**src/rtl/ser3w_pkg.sv**
```systemverilog
package ser3w_pkg;
  localparam int CMD_W      = 8;
  localparam int TRIM_W     = 3;
  localparam int B_SEL_CONT = 7;
  localparam int B_SEL_PWR  = 6;
  localparam int B_TRIM_LO  = 3;
  localparam int B_CLR_CONT = 2;
  localparam int B_CLR_PWR  = 1;
  localparam int B_READ     = 0;

  typedef enum logic [2:0] {ST_IDLE, ST_CMD, ST_RD, ST_WR, ST_DONE} port_st_e;
  typedef enum logic [1:0] {OP_NONE, OP_TRIM, OP_READ, OP_WRITE} cmd_op_e;

  function automatic cmd_op_e cmd_op(input logic [CMD_W-1:0] c);
    if (c[B_SEL_CONT] && c[B_SEL_PWR]) return OP_TRIM;
    if (c[B_SEL_CONT] || c[B_SEL_PWR]) return c[B_READ] ? OP_READ : OP_WRITE;
    return OP_NONE;
  endfunction

  function automatic logic [TRIM_W-1:0] cmd_trim(input logic [CMD_W-1:0] c);
    return c[B_TRIM_LO +: TRIM_W];
  endfunction
endpackage

```
**src/rtl/ser3w_sync.sv**
```systemverilog
module ser3w_sync #(
  parameter int LINES  = 3,
  parameter int STAGES = 2
) (
  input  logic             clk_i,
  input  logic             rst_ni,
  input  logic [LINES-1:0] raw_i,
  output logic [LINES-1:0] lvl_o
);
  for (genvar l = 0; l < LINES; l++) begin : g_line
    logic [STAGES-1:0] chain_q;
    always_ff @(posedge clk_i or negedge rst_ni) begin
      if (!rst_ni) chain_q <= '0;
      else         chain_q <= {chain_q[STAGES-2:0], raw_i[l]};
    end
    assign lvl_o[l] = chain_q[STAGES-1];
  end
endmodule

```
**src/rtl/ser3w_shreg.sv**
```systemverilog
module ser3w_shreg #(
  parameter int W = 8
) (
  input  logic         clk_i,
  input  logic         rst_ni,
  input  logic         load_i,
  input  logic [W-1:0] load_val_i,
  input  logic         shift_i,
  input  logic         bit_i,
  output logic [W-1:0] q_o
);
  function automatic logic [W-1:0] lsb_in(input logic [W-1:0] v, input logic b);
    return {b, v[W-1:1]};
  endfunction

  always_ff @(posedge clk_i or negedge rst_ni) begin
    if (!rst_ni)      q_o <= '0;
    else if (load_i)  q_o <= load_val_i;
    else if (shift_i) q_o <= lsb_in(q_o, bit_i);
  end
endmodule

```
**src/rtl/ser3w_cmd_port.sv**
```systemverilog
module ser3w_cmd_port import ser3w_pkg::*; #(
  parameter int DATA_W      = 32,
  parameter int SYNC_STAGES = 2
) (
  input  logic              clk_i,
  input  logic              rst_ni,
  input  logic              pwr_ok_i,
  input  logic              sel_i,
  input  logic              sck_i,
  input  logic              sd_i,
  output logic              sd_o,
  output logic              sd_oe_o,
  input  logic [DATA_W-1:0] cnt_cont_i,
  input  logic [DATA_W-1:0] cnt_pwr_i,
  output logic              snap_stb_o,
  output logic              snap_sel_o,
  output logic              jam_stb_o,
  output logic              jam_sel_o,
  output logic [DATA_W-1:0] jam_data_o,
  output logic              clr_cont_o,
  output logic              clr_pwr_o,
  output logic              trim_stb_o,
  output logic [TRIM_W-1:0] trim_code_o
);
  localparam int CW = $clog2(DATA_W + 1);
  localparam logic [CW-1:0] CMD_LAST  = CW'(CMD_W - 1);
  localparam logic [CW-1:0] DATA_LAST = CW'(DATA_W - 1);
  localparam logic [CW-1:0] DATA_END  = CW'(DATA_W);

  // synchronized lines: [2]=sel, [1]=sck, [0]=sd
  logic [2:0] lvl;
  ser3w_sync #(.LINES(3), .STAGES(SYNC_STAGES)) sync_i (
    .clk_i(clk_i), .rst_ni(rst_ni), .raw_i({sel_i, sck_i, sd_i}), .lvl_o(lvl));

  logic sel_lvl, sck_lvl, sd_lvl, sck_dly_q;
  assign sel_lvl = lvl[2];
  assign sck_lvl = lvl[1];
  assign sd_lvl  = lvl[0];

  port_st_e st_q;
  logic [CW-1:0] cnt_q;
  logic cmd_ok_q, tgt_q, dq_q;
  logic [CMD_W-1:0]  cmd_q;
  logic [DATA_W-1:0] data_q;

  // named events
  logic active, sck_rise_ev, sck_fall_ev, cmd_last_ev, rd_shift_ev, wr_shift_ev, wr_last_ev;
  logic snap_ev, abort_ev;
  logic [CMD_W-1:0] cmd_next;
  cmd_op_e op_next;

  assign active      = pwr_ok_i && sel_lvl;
  assign sck_rise_ev = active && sck_lvl && !sck_dly_q;
  assign sck_fall_ev = active && !sck_lvl && sck_dly_q;
  assign cmd_next    = {sd_lvl, cmd_q[CMD_W-1:1]};
  assign op_next     = cmd_op(cmd_next);
  assign cmd_last_ev = (st_q == ST_CMD) && sck_rise_ev && (cnt_q == CMD_LAST);
  assign snap_ev     = cmd_last_ev && (op_next == OP_READ);
  assign rd_shift_ev = (st_q == ST_RD) && sck_fall_ev && (cnt_q < DATA_END);
  assign wr_shift_ev = (st_q == ST_WR) && sck_rise_ev;
  assign wr_last_ev  = wr_shift_ev && (cnt_q == DATA_LAST);
  assign abort_ev    = pwr_ok_i && !sel_lvl && (st_q != ST_IDLE);

  ser3w_shreg #(.W(CMD_W)) cmd_sh_i (
    .clk_i(clk_i), .rst_ni(rst_ni),
    .load_i((st_q == ST_IDLE) && active), .load_val_i('0),
    .shift_i((st_q == ST_CMD) && sck_rise_ev), .bit_i(sd_lvl), .q_o(cmd_q));

  ser3w_shreg #(.W(DATA_W)) data_sh_i (
    .clk_i(clk_i), .rst_ni(rst_ni),
    .load_i(snap_ev), .load_val_i(cmd_next[B_SEL_PWR] ? cnt_pwr_i : cnt_cont_i),
    .shift_i(rd_shift_ev || wr_shift_ev), .bit_i(sd_lvl), .q_o(data_q));

  always_ff @(posedge clk_i or negedge rst_ni) begin
    if (!rst_ni) sck_dly_q <= 1'b0;
    else         sck_dly_q <= sck_lvl;
  end

  always_ff @(posedge clk_i or negedge rst_ni) begin
    if (!rst_ni) begin
      st_q <= ST_IDLE; cnt_q <= '0; cmd_ok_q <= 1'b0; tgt_q <= 1'b0; dq_q <= 1'b0;
      snap_stb_o <= 1'b0; snap_sel_o <= 1'b0; jam_stb_o <= 1'b0; jam_sel_o <= 1'b0;
      jam_data_o <= '0; clr_cont_o <= 1'b0; clr_pwr_o <= 1'b0;
      trim_stb_o <= 1'b0; trim_code_o <= '0;
    end else if (!pwr_ok_i) begin
      st_q <= ST_IDLE; cnt_q <= '0; cmd_ok_q <= 1'b0;
      snap_stb_o <= 1'b0; jam_stb_o <= 1'b0; clr_cont_o <= 1'b0; clr_pwr_o <= 1'b0;
      trim_stb_o <= 1'b0;
    end else begin
      snap_stb_o <= 1'b0; jam_stb_o <= 1'b0; clr_cont_o <= 1'b0; clr_pwr_o <= 1'b0;
      trim_stb_o <= 1'b0;
      unique case (st_q)
        ST_IDLE: if (sel_lvl) begin st_q <= ST_CMD; cnt_q <= '0; cmd_ok_q <= 1'b0; end
        ST_CMD: if (sck_rise_ev) begin
          cnt_q <= cnt_q + 1'b1;
          if (cmd_last_ev) begin
            cnt_q    <= '0;
            cmd_ok_q <= 1'b1;
            tgt_q    <= cmd_next[B_SEL_PWR];
            unique case (op_next)
              OP_TRIM:  begin trim_stb_o <= 1'b1; trim_code_o <= cmd_trim(cmd_next); st_q <= ST_DONE; end
              OP_READ:  begin snap_stb_o <= 1'b1; snap_sel_o <= cmd_next[B_SEL_PWR]; st_q <= ST_RD; end
              OP_WRITE: st_q <= ST_WR;
              default:  st_q <= ST_DONE;
            endcase
          end
        end
        ST_RD: begin
          if (rd_shift_ev) begin dq_q <= data_q[0]; cnt_q <= cnt_q + 1'b1; end
          else if (sck_rise_ev && (cnt_q == DATA_END)) st_q <= ST_DONE;
        end
        ST_WR: if (wr_shift_ev) begin
          cnt_q <= cnt_q + 1'b1;
          if (wr_last_ev) begin
            jam_stb_o  <= 1'b1;
            jam_sel_o  <= tgt_q;
            jam_data_o <= {sd_lvl, data_q[DATA_W-1:1]};
            st_q       <= ST_DONE;
          end
        end
        default: ;
      endcase
      if (abort_ev) begin
        st_q       <= ST_IDLE;
        clr_cont_o <= cmd_ok_q && cmd_q[B_CLR_CONT];
        clr_pwr_o  <= cmd_ok_q && cmd_q[B_CLR_PWR];
      end
    end
  end

  assign sd_o    = dq_q;
  assign sd_oe_o = active && (st_q == ST_RD) && (cnt_q != '0) && !sck_lvl && !sck_dly_q;


  strobe_excl_chk: assert property (@(posedge clk_i) disable iff (!rst_ni)
    $onehot0({snap_stb_o, jam_stb_o, trim_stb_o}));

  trim_ends_chk: assert property (@(posedge clk_i) disable iff (!rst_ni)
    trim_stb_o |-> (st_q == ST_DONE));

  oe_read_only_chk: assert property (@(posedge clk_i) disable iff (!rst_ni)
    sd_oe_o |-> (cmd_ok_q && cmd_q[B_READ]));

  jam_single_chk: assert property (@(posedge clk_i) disable iff (!rst_ni)
    jam_stb_o |=> !jam_stb_o);

  clr_after_cmd_chk: assert property (@(posedge clk_i) disable iff (!rst_ni)
    (clr_cont_o || clr_pwr_o) |-> ((st_q == ST_IDLE) && $past(cmd_ok_q)));

  pwr_quiet_chk: assert property (@(posedge clk_i) disable iff (!rst_ni)
    !pwr_ok_i |=> !(snap_stb_o || jam_stb_o || trim_stb_o || clr_cont_o || clr_pwr_o));
endmodule

```
**config.mk**
```make
export PLATFORM = sky130hd
export DESIGN_NAME = ser3w_cmd_port
export DESIGN_NICKNAME = d
export VERILOG_FILES = /design/src/rtl/ser3w_pkg.sv /design/src/rtl/ser3w_sync.sv /design/src/rtl/ser3w_shreg.sv /design/src/rtl/ser3w_cmd_port.sv
export SDC_FILE = /design/constraint.sdc
export NUM_CORES = 1
export LEC_CHECK = 0
export ABC_AREA = 1
export ABC_CLOCK_PERIOD_IN_PS = 2800
export BUFFER_PORTS_ARGS = -buffer_cell sky130_fd_sc_hd__buf_2
export CAP_MARGIN = 30
export CORE_ASPECT_RATIO = 0.5
export CORE_MARGIN = 2
export CORE_UTILIZATION = 46
export CTS_BUF_LIST = sky130_fd_sc_hd__clkbuf_4 sky130_fd_sc_hd__clkbuf_8
export CTS_CLUSTER_DIAMETER = 200
export CTS_CLUSTER_SIZE = 12
export DETAILED_ROUTE_END_ITERATION = 12
export PLACE_DENSITY_LB_ADDON = 0.15
export SYNTH_ARGS = -nofsm -noshare
export SYNTH_HDL_FRONTEND = slang
export SYNTH_SLANG_ARGS = --single-unit
```
**constraint.sdc**
```tcl
create_clock -name clk_i -period 2.8 [get_ports clk_i]
set_clock_uncertainty 0.15 [all_clocks]
set_input_delay 0.28 -clock clk_i [delete_from_list [all_inputs] [get_ports clk_i]]
set_output_delay 0.28 -clock clk_i [all_outputs]
set_load 0.05 [all_outputs]
```
---- Yosys cells after proc, flatten, opt, wreduce, memory -nomap -nowiden ----
Index checks and enable logic that the tools add are counted.
word-level totals
  flip-flop bits (word level) ............. 101
  input bits .............................. 70
cells by class
  multiplexer cells ....................... 54
  order comparisons ....................... 1
  $add $sub $neg .......................... 1
  equality and inequality tests ........... 24
  reductions and logical operators ........ 41
operator list
  kind                   number
  $mux W32               3
  $mux W6                6
  $mux W3                9
  $mux W1                26
  $ne A4 B4 Y1 const B   6
  $pmux W6 S4            1
  $logic_and A1 B1 Y1    23
  $mux W8                2
  $reduce_and A5 Y1      3
  $ne A3 B3 Y1 const B   4
  $pmux W3 S4            1
  $reduce_and A4 Y1      3
  $mux W2                4
  $reduce_and A8 Y1      1
  $add A6 B1 Y6 const B  1
  $eq A3 B2 Y1 const B   2
  $eq A6 B3 Y1 const B   1
  $eq A6 B5 Y1 const B   1
  $eq A6 B6 Y1 const B   1
  $lt A6 B6 Y1 const B   1
  $ne A6 B1 Y1 const B   1
  $pmux W3 S2            1
  $reduce_bool A6 Y1     1
  $ne A5 B1 Y1 const B   1
  other kinds (13)       18

---- Longest topological paths before layout ----
Gate-level depths: netlist (run 1).
  depth in word-level cells ............... 12
  depth in mapped cells ................... 13

---- Cells and area by module ----
From an unflattened synthesis (run 1), not the netlist that was laid out.
second synthesis, totals
  cell total of the unflattened synthesis .. 645
  area, all modules ....................... 5,091.1 µm²
modules (own cells, without submodules)
  module                    times used  area each (µm²)  sequential area each (µm²)  cells each
  ser3w_cmd_port            1           3,035.4          1,376.3                     416
  ser3w_shreg at data_sh_i  1           1,508.9          800.8                       176
  ser3w_shreg at cmd_sh_i   1           374.1            200.2                       44
  ser3w_sync                1           172.7            150.1                       9

---- Least setup slack after synthesis (run 1) ----
Ideal clock, no wire load.
  path type ............................... reg2out
  start point ............................. register st_q[2]
  end point ............................... output port sd_oe_o
  arrival time ............................ 2.071 ns
  cell stages (with the launch flop) ...... 6
  path slack .............................. 0.299 ns
  buffers on the path ..................... 0
  required time ........................... 2.370 ns
  path through ............................ dfrtp_1 -> inv_1 -> nand2_1 -> nor2_1 -> nand2_1 -> a211oi_1
between the ends
  cells in the longest elaborated chain, start to end .. 5
RTL lines
  item                              RTL line               text
  start, declared                   ser3w_cmd_port.sv:40   port_st_e st_q;
  start signal, assigned            ser3w_cmd_port.sv:81   st_q <= ST_IDLE; cnt_q <= '0; cmd_ok_q <= 1'b0; tgt_q <= 1'b0; dq_q <= 1'b0;
  start signal, assigned            ser3w_cmd_port.sv:86   st_q <= ST_IDLE; cnt_q <= '0; cmd_ok_q <= 1'b0;
  start signal, assigned            ser3w_cmd_port.sv:93   ST_IDLE: if (sel_lvl) begin st_q <= ST_CMD; cnt_q <= '0; cmd_ok_q <= 1'b0; end
  $eq A3 B2 Y1                      ser3w_cmd_port.sv:132  assign sd_oe_o = active && (st_q == ST_RD) && (cnt_q != '0) && !sck_lvl && !sck_dly_q;
  $logic_and A1 B1 Y1 (4 in a row)  ser3w_cmd_port.sv:132
  end, declared                     ser3w_cmd_port.sv:12   output logic sd_oe_o,
No other way between the ends.

---- Final worst setup path (run 1) ----
Same ends and word-level chain as after synthesis.

==> impl_metrics.toml, run 1 <==
[job]
cap_violations = 0

[timing]
hold_ws_ns = 0.0765
hold_violations = 0
max_slew.worst_pin.slew_ns = 0.420
finalSetupViolations = 0
relSlewSlack = 0.720
finalCritPeriodShare = 0.898
slew_violations = 0
rsz0062_at_grt = "false"
tns_ns = 0
max_freq_ghz = 0.398
min_period_ns = 2.51

[critical_path]
slowest_delay_ns = 0.46
path_delay_family = "simple AND/OR/NAND/NOR gates"
cp-start-kind = "flop"
cpMostUsedCell = "nand2_1"
critical_path_class = "flop to output pin"
critPathArrivalTime_ns = 2.08
crit_required_ns = 2.37
crit_fanout = 8
worstSetupEndpointType = "output pin"
r2r_setup_slack_ns = 0.50
critical_path.slowest_cell = "dfrtp_1"
cp_num_buf_inv = 2
cp_cell_sequence = "inv_1 -> nand2_1 -> nor2_1 -> nand2_1 -> a211oi_1 -> buf_2"

[power_and_ir_drop]
p_leak_nw = 3.37
intPower_mw = 2.20
pwr_density_cell_mw_per_mm2 = 546
seq_power_share = 0.484
p_sw_mw = 1.02
ir_drop_mv = 0.280
combPwrFrac = 0.191
switching_share = 0.316
clkPwrFrac = 0.325

[finish]
stdcell_count = 894
final_area_mm2 = 0.00590
antenna_cells = 0
postLayoutCoreUtil = 0.571
final_cell_mix = "nand2_1 (265), buf_2 (112), dfrtp_1 (100)"
drive_gt1_frac = 0.210
area_delta_synth_final_pct = 19.2
fin_nets = 823
final_common_cell = "nand2_1"
fillCellCount = 997

[global_routing]
grt_pass1_vias = 4149
grt_max_degree = 43
grtUsageMet1 = 0.293
track_usage = 0.211
grt-busiest-layer = "met2"
grt.overflow.total = 0
met3_usage = 0.0482
grt_pass1_wl_um = 19500
grt_antenna_before_repair = 0
use_met2 = 0.340

[cts]
cts_max_level = 3
clock_sinks = 100
cts_setup_buffers = 0
clk_pin_slew_ns = 0.10
clock_latency_ns = 0.37
clockBufferDepth = 2
root_buffer = "clkbuf_8"
cts_tree = "done"
cts_buffers = 9

[drt]
ant_nets = 0
drtIter0Drc = 219
viasPerCell = 4.95
route.detailed.drc = 0
wl_um = 11700
wire_per_inst_um = 13.1
via_count = 4421
dr.pass1.iters = 5

[synthesis]
synthAdderAreaFrac = 0.0101
synth_cells = 640
yosysWarnings = 0
synth_compound_area_frac = 0.0601
muxShareOfSynthArea = 0.00227
synth-xor-area-share = 0.00354
syn_area_mm2 = 0.00495
syn-num-nets = 714
avgSynthCellArea_um2 = 7.74
netlist-cell-type-count = 31
synth-simple-area-share = 0.339
synth_top_family_by_area = "simple AND/OR/NAND/NOR gates"
ys_ff_latch = 100
ys_seq_area_frac = 0.505

[floorplan]
die_w_um = 151
coreArea_mm2 = 0.0103
die_area_mm2 = 0.0117
start_util = 0.479
dieHeight_um = 77.4
num_rows = 26
top_level_ports = 114

[placement]
place_inst = 874
hpwlAfterDp_um = 8230
port_buffers = 113
dpl-instance-area_mm2 = 0.00563
place.gp.congestion = 0.845

[worst_hold_path]
hp-class = "input port to flop"

[outcome]
status = "finished clean"
## path summary, 6_finish.rpt
kind | from | end | depth (start not counted)
max | st_q[2] | sd_oe_o | 6
min | pwr_ok_i | cnt_q[3] | 3
max reg2reg | cnt_q[0] | data_sh_i.q_o[12] | 12
min reg2reg | sync_i.g_line[0].chain_q[0] | sync_i.g_line[0].chain_q[1] | 0
max in group asynchronous | rst_ni | st_q[1] | 3
min in group asynchronous | rst_ni | cnt_q[3] | 2
## sequential cells by signal, indices dropped and copies added, names as in the netlist, 3 cells and up
register	flops
sync_i.g_line.chain_q	6
trim_code_o	3
data_sh_i.q_o	32
jam_data_o	32
cmd_sh_i.q_o	7
cnt_q	6
st_q	3
## power by group through the flow
stage / registers [mW] / clock network, mW / logic, mW
final: 1.56 / 1.05 / 0.615
after global routing: 1.57 / 1.15 / 0.704
after CTS: 1.56 / 1.07 / 0.615
after detailed placement: 1.59 / 0 / 0.609
after global placement: 1.59 / 0 / 0.603
after floorplan: 1.57 / 0 / 0.419
## logic make-up (layout without fill, tap and decap cells)
group                    after synthesis  count (layout)
XOR/XNOR                               2               2
flip-flops                           100             100
AO/OA/AOI/OAI                         56              56
buffers and inverters                 90             204
multiplexers                           1               1
adder cells (fa/ha/maj)                4               4
AND/OR/NAND/NOR                      387             387
## cells in the mapped netlist, drive strengths merged
cell type	instances	area, um^2
ha	4	50.1
inv	57	216
a211oi	4	30.0
nand3	50	263
nand4	32	206
nor2	31	143
o2111ai	1	8.76
xnor2	1	8.76
o22ai	1	6.26
clkinv	3	13.8
clkbuf	18	67.6
dfrtp	100	2500
nand2	270	1050
a21boi	1	7.51
nor3	4	20.0
mux2	1	11.3
o21ai	46	230
a21oi	3	15.0
xor2	1	8.76
buf	12	97.6
## worst reg2reg max path: stages (launching register included)
cell and delay [ns]:
dfrtp_1 0.43, ha_1 0.26, nand2_1 0.07, nor2_1 0.04, nand2_1 0.07, inv_1 0.06
nand2_4 0.12, clkinv_2 0.09, nand2_4 0.17, nand3_4 0.25, inv_4 0.35, nand2_1 0.12
nand2_1 0.08
## final cells by class
class / instances / area, um^2 / area share
Clock buffer: 9 / 124 / 0.0210
Clock inverter: 7 / 105 / 0.0178
Inverter: 60 / 230 / 0.0390
Multi-Input combinational cell: 450 / 2060 / 0.349
Sequential cell: 100 / 2500 / 0.424
Tap cell: 140 / 175 / 0.0297
Timing Repair Buffer: 128 / 703 / 0.119
## stage by stage
step           total power, mW  worst slack [ns]
3_3_place_gp              2.19             0.536
4_1_cts                   3.25             0.291
6_report                  3.22             0.285
5_1_grt                   3.42             0.122
2_1_floorplan             1.99             0.299
3_5_place_dp              2.20             0.476
## routing by layer
layer,wire (um),vias up
met2,5290,95
met1,5670,2066
met3,665,10
li1,-,2250
met4,105,0
met5,0,-
## timing repair
| action | 4_1_cts | 5_1_grt |
|---|---|---|
| gates resized for setup | 0 | 0 |
| endpoints found under the hold margin | 34 | 0 |
| hold buffers | 4 | 0 |
Note: power is estimated with default switching activity, not from simulation.
==> inputs of run 2 (changes only) <==
- CORE_UTILIZATION: 46 -> 35
==> run 2 against run 1 <==
Net effect:
- routed wire length increased by 6.8%
- power decreased by 6.0%
- clock power shrank 19%
- worst setup slack got worse by 0.041 ns
- utilization fell by 14 points
- combinational power about the same
- design area about the same
- hold slack improved by 0.0089 ns
- count of clock-buffer cells in the layout did not move
==> impl_metrics.toml, run 2 (synthesis results as in run 1) <==
[cts]
root_buffer = "clkbuf_8"
cts_tree = "done"
cts_setup_buffers = 0
clock_latency_ns = 0.37
cts_max_level = 3
clock_sinks = 100
clk_pin_slew_ns = 0.09
clockBufferDepth = 2
cts_resized = 0
cts_buffers = 9

[drt]
wl_met3_um = 543
wl_um = 12500
wl_met1_um = 6090
dr.max_layer_used = "met4"
route.detailed.drc = 0
dr.pass1.iters = 5
ant_nets = 0
viasPerCell = 4.63
drtIter0Drc = 273
wire_per_inst_um = 13.3
via_count = 4359
dr_wl_met2_um = 5840

[critical_path]
critical_path_class = "flop to output pin"
critPathArrivalTime_ns = 2.13
crit_required_ns = 2.37
crit_fanout = 8
cp-start-kind = "flop"
worstSetupEndpointType = "output pin"

[global_routing]
grt.overflow.total = 0
grt_pass1_vias = 4019
grt_max_degree = 73
grt_antenna_before_repair = 0
grt_pass1_wl_um = 20400
track_usage = 0.174

[placement]
port_buffers = 113
place.gp.congestion = 0.822
hpwlAfterDp_um = 8590
dpl-instance-area_mm2 = 0.00569
place_inst = 923

[timing]
finalSetupViolations = 0
rsz0062_at_grt = "false"
max_slew.worst_pin.slew_ns = 0.402
hold_violations = 0
finalCritPeriodShare = 0.913
tns_ns = 0
relSlewSlack = 0.732
min_period_ns = 2.56
slew_violations = 0
max_freq_ghz = 0.391
hold_ws_ns = 0.0854

[finish]
stdcell_count = 942
final_area_mm2 = 0.00590
final_cell_mix = "nand2_1 (265), buf_2 (112), dfrtp_1 (100)"
antenna_cells = 0
drive_gt1_frac = 0.205
final_common_cell = "nand2_1"
area_delta_synth_final_pct = 19.2
reg.largest.list = "data_sh_i.q_o (32), jam_data_o (32), cmd_sh_i.q_o (7)"
fin_nets = 820

[floorplan]
coreArea_mm2 = 0.0137
top_level_ports = 114
die_area_mm2 = 0.0152
start_util = 0.361
dieHeight_um = 88.1
num_rows = 30
die_w_um = 172

[job]
cap_violations = 0

[outcome]
status = "finished clean"

[power_and_ir_drop]
p_leak_nw = 3.34
ir_drop_mv = 0.222
pwr_density_cell_mw_per_mm2 = 513

[worst_hold_path]
hp-class = "input port to flop"
-- run 2: changes by cell type in the layout (fill, tap and decap cells not counted), sizes merged --
cell,previous run,this run
buf,124,121
bufinv,2,0
clkinv,4,5
clkinvlp,1,2
inv,60,59
-- run 2: path summary, 6_finish.rpt --
kind	from	to	slack, ns	cells past startpoint
min in group asynchronous	rst_ni	cnt_q[4]	0.23	2
worst max register to register	st_q[2]	data_sh_i.q_o[22]	0.50	8
worst min register to register	sync_i.g_line[0].chain_q[0]	sync_i.g_line[0].chain_q[1]	0.21	0
max in group asynchronous	rst_ni	jam_data_o[31]	1.57	3
worst max-delay path	st_q[2]	sd_oe_o	0.24	6
worst min-delay path	pwr_ok_i	cnt_q[3]	0.09	3
-- run 2: worst max-delay path: stages (launching register included) --
cell      delay, ns
dfrtp_1        0.46
inv_1          0.11
nand2_1        0.20
nor2_1         0.29
nand2_1        0.08
a211oi_1       0.30
buf_2          0.33
-- run 2: cell type report --
type | instances | area [um^2]
clock buffers | 9 | 124
clock inverters | 6 | 48.8
fillers | 1423 | 7800
inverters | 60 | 230
multi-input cells | 450 | 2060
flip-flops and latches | 100 | 2500
well taps | 192 | 240
repair buffers | 125 | 693
-- run 2: repair_timing --
action / CTS / global route
setup endpoints to repair: 0 / 0
hold buffers: 4 / 0
hold endpoints to repair: 31 / 0
-- run 2: report_power, final --
part	switching, mW	internal, mW	total (mW)
logic	0.432	0.186	0.618
clock network	0.522	0.328	0.849
registers	0.0625	1.50	1.56
-- run 2: per-stage QoR --
step,util,setup slack [ns],power (mW)
floorplan,-,0.299,1.99
global placement,0.415,0.522,2.20
detailed placement,0.415,0.531,2.21
CTS,0.431,0.232,3.08
global route,0.431,0.107,3.24
finish,0.431,0.244,3.03
-- run 2: layer usage --
| layer | vias up | global-route usage |
|---|---|---|
| li1 | 2239 | - |
| met1 | 2040 | 0.250 |
| met2 | 76 | 0.271 |
| met3 | 4 | 0.0375 |
| met4 | 0 | 0.0390 |
| met5 | - | 0 |
==> inputs of run 3 (changes only) <==
--- a/config.mk
+++ b/config.mk
@@ -7,3 +7,2 @@
 export LEC_CHECK = 0
-export ABC_AREA = 1
 export ABC_CLOCK_PERIOD_IN_PS = 2800
==> constraint.sdc (replaced) <==
create_clock -name clk_i -period 2.8 [get_ports clk_i]
set_clock_uncertainty 0.15 [all_clocks]
set_input_delay 0.56 -clock clk_i [delete_from_list [all_inputs] [get_ports clk_i]]
set_output_delay 0.56 -clock clk_i [all_outputs]
set_load 0.05 [all_outputs]
==> run 3 against run 2 <==
Net effect:
- synthesized cell count fell by 41%
- sequential cell count did not move
- clock power rose by 30%
- die area fell by 2.4%
- global-route usage fell by 3.2 points
- sequential share of layout area rose by 0.73 points
- design area fell by 1.7%
- critical endpoint unchanged
- largest power group unchanged
==> impl_metrics.toml, run 3 <==
[timing]
finalSetupViolations = 0
slew_violations = 0
min_period_ns = 2.67
tns_ns = 0
max_freq_ghz = 0.375
rsz0062_at_grt = "false"
relSlewSlack = 0.504
hold_violations = 0
max_slew.worst_pin.slew_ns = 0.738
fin_ws_ns = 0.134
finalCritPeriodShare = 0.952

[drt]
dr.pass1.iters = 6
ant_nets = 0
wire_per_inst_um = 14.9
drtIter0Drc = 212
via_count = 3198
viasPerCell = 4.78
wl_um = 9940
route.detailed.drc = 0

[power_and_ir_drop]
pwr_density_cell_mw_per_mm2 = 538
ir_drop_mv = 0.217
p_leak_nw = 3.01

[synthesis]
synth.most_common_cell = "dfrtp_1"
synth_top_area_share = 0.518
yosysWarnings = 0
netlist-cell-type-count = 45
synth_area_leaders = "dfrtp_1 (52%), mux2i_1 (20%), mux2_2 (9.3%)"
async_reset_ff_frac = 1.00
synth_edf_count = 0
synth_cells = 376
syn_area_mm2 = 0.00483
avgSynthCellArea_um2 = 12.8
netlist_top_cells_count = "dfrtp_1 (100), mux2i_1 (97), mux2_2 (40)"
syn-num-nets = 450
ys_seq_area_frac = 0.518
synth_top_area_cell = "dfrtp_1"
ys_ff_latch = 100
synth_top_flop_cell = "dfrtp_1"

[placement]
place.gp.congestion = 0.737
hpwlAfterDp_um = 6940
port_buffers = 113
dpl_worst_slack_ns = 0.288
dpl-instance-area_mm2 = 0.00556

[cts]
clockBufferDepth = 2
clock_latency_ns = 0.37
cts_tree = "done"
clock_sinks = 100
root_buffer = "clkbuf_8"
cts_buffers = 9
cts_max_level = 3
clk_pin_slew_ns = 0.10

[finish]
fin_nets = 563
reg.largest.list = "data_sh_i.q_o (32), jam_data_o (32), cmd_sh_i.q_o (7)"
final_cell_mix = "buf_2 (112), dfrtp_1 (99), mux2i_1 (97)"
final_common_cell = "buf_2"
antenna_cells = 0
fillCellCount = 1288
area_delta_synth_final_pct = 20.2
final_area_mm2 = 0.00580
drive_gt1_frac = 0.383

[floorplan]
dieHeight_um = 87.1
start_util = 0.357
die_area_mm2 = 0.0148
die_w_um = 170
coreArea_mm2 = 0.0135
num_rows = 30
top_level_ports = 114

[critical_path]
critPathArrivalTime_ns = 1.96
cp_cell_sequence = "inv_1 -> ha_1 -> or4b_1 -> o2111a_1 -> buf_2"
path_delay_family = "simple AND/OR/NAND/NOR gates"
slowest_delay_ns = 0.47
crit_fanout = 5
cp_num_buf_inv = 2
cp-start-kind = "flop"
critical_path.slowest_cell = "or4b_1"
worstSetupEndpointType = "output pin"
critical_path_class = "flop to output pin"
crit_required_ns = 2.09

[global_routing]
track_usage = 0.142
grt.overflow.total = 0
grt_pass1_vias = 3148
grt_antenna_before_repair = 0
grt_max_degree = 54
grt_pass1_wl_um = 16400

[job]
cap_violations = 0

[worst_hold_path]
hp-class = "input port to flop"

[outcome]
status = "finished clean"
==> run 3: cell count changes in the layout (fill, tap and decap cells not counted), moves of 4 or more <==
cell      change
nand2_1     -243
mux2i_1      +97
inv_1        -42
o21ai_0      -40
mux2_2       +39
nand3_1      -39
nand4_1      -31
nor2_1       -20
a21oi_1       +8
a211oi_1      -4
nor2b_1       +4
==> run 3: cells by family after synthesis <==
kind of cell    Yosys count  synth area share
flops                   100             0.518
xor+xnor                  1           0.00181
simple gates             69            0.0798
fa+ha+maj                 4            0.0104
compound gates           32            0.0474
mux                     137             0.294
buf+inv                  33            0.0482
==> run 3: report_power, final <==
part	internal, mW	total, mW	switching (mW)
sequential	1.48	1.55	0.0675
clock	0.590	1.10	0.508
combinational	0.212	0.474	0.262
==> run 3: path summary, 6_finish.rpt <==
kind | start | end | cells after the start | slack, ns
min in group asynchronous | rst_ni | cnt_q[2] | 2 | 0.48
worst max register to register | cnt_q[0] | data_sh_i.q_o[24] | 6 | 0.44
worst min-delay path | sel_i | sync_i.g_line[2].chain_q[0] | 1 | 0.13
max in group asynchronous | rst_ni | data_sh_i.q_o[4] | 3 | 1.35
worst min register to register | sync_i.g_line[0].chain_q[0] | sync_i.g_line[0].chain_q[1] | 0 | 0.20
worst max-delay path | cnt_q[0] | sd_oe_o | 5 | 0.13
==> run 3: final cells by class <==
class                   instances  area [um^2]  share of cell area
multi-input cells             243         2100               0.362
flip-flops and latches        100         2500               0.431
clock inverters                 6          111              0.0192
repair buffers                123          696               0.120
clock buffers                   9          124              0.0213
inverters                      12         45.0             0.00776
well taps                     176          220              0.0379
==> run 3: metal layers <==
metal	track usage	routed length, um	vias up
met3	0.0341	390	8
li1	-	-	1565
met4	0.0420	82	0
met5	0	0	-
met2	0.224	4530	60
met1	0.197	4940	1565
==> run 3: what timing repair did <==
item | 4_1_cts | 5_1_grt
endpoints found under the hold margin | 22 | 0
hold buffers | 1 | 0
setup buffers | 0 | 0
resized for setup | 0 | 0
==> run 3: per-stage QoR <==
| stage | util | std cells | power [mW] | hold slack [ns] |
|---|---|---|---|---|
| finish | 0.429 | 669 | 3.12 | 0.135 |
| global route | 0.429 | 669 | 3.28 | 0.112 |
| CTS | 0.429 | 669 | 3.17 | 0.116 |
| detailed placement | 0.411 | 653 | 2.06 | 0.185 |
| global placement | 0.411 | 653 | 2.05 | 0.186 |
| floorplan | - | 376 | 1.89 | 0.114 |
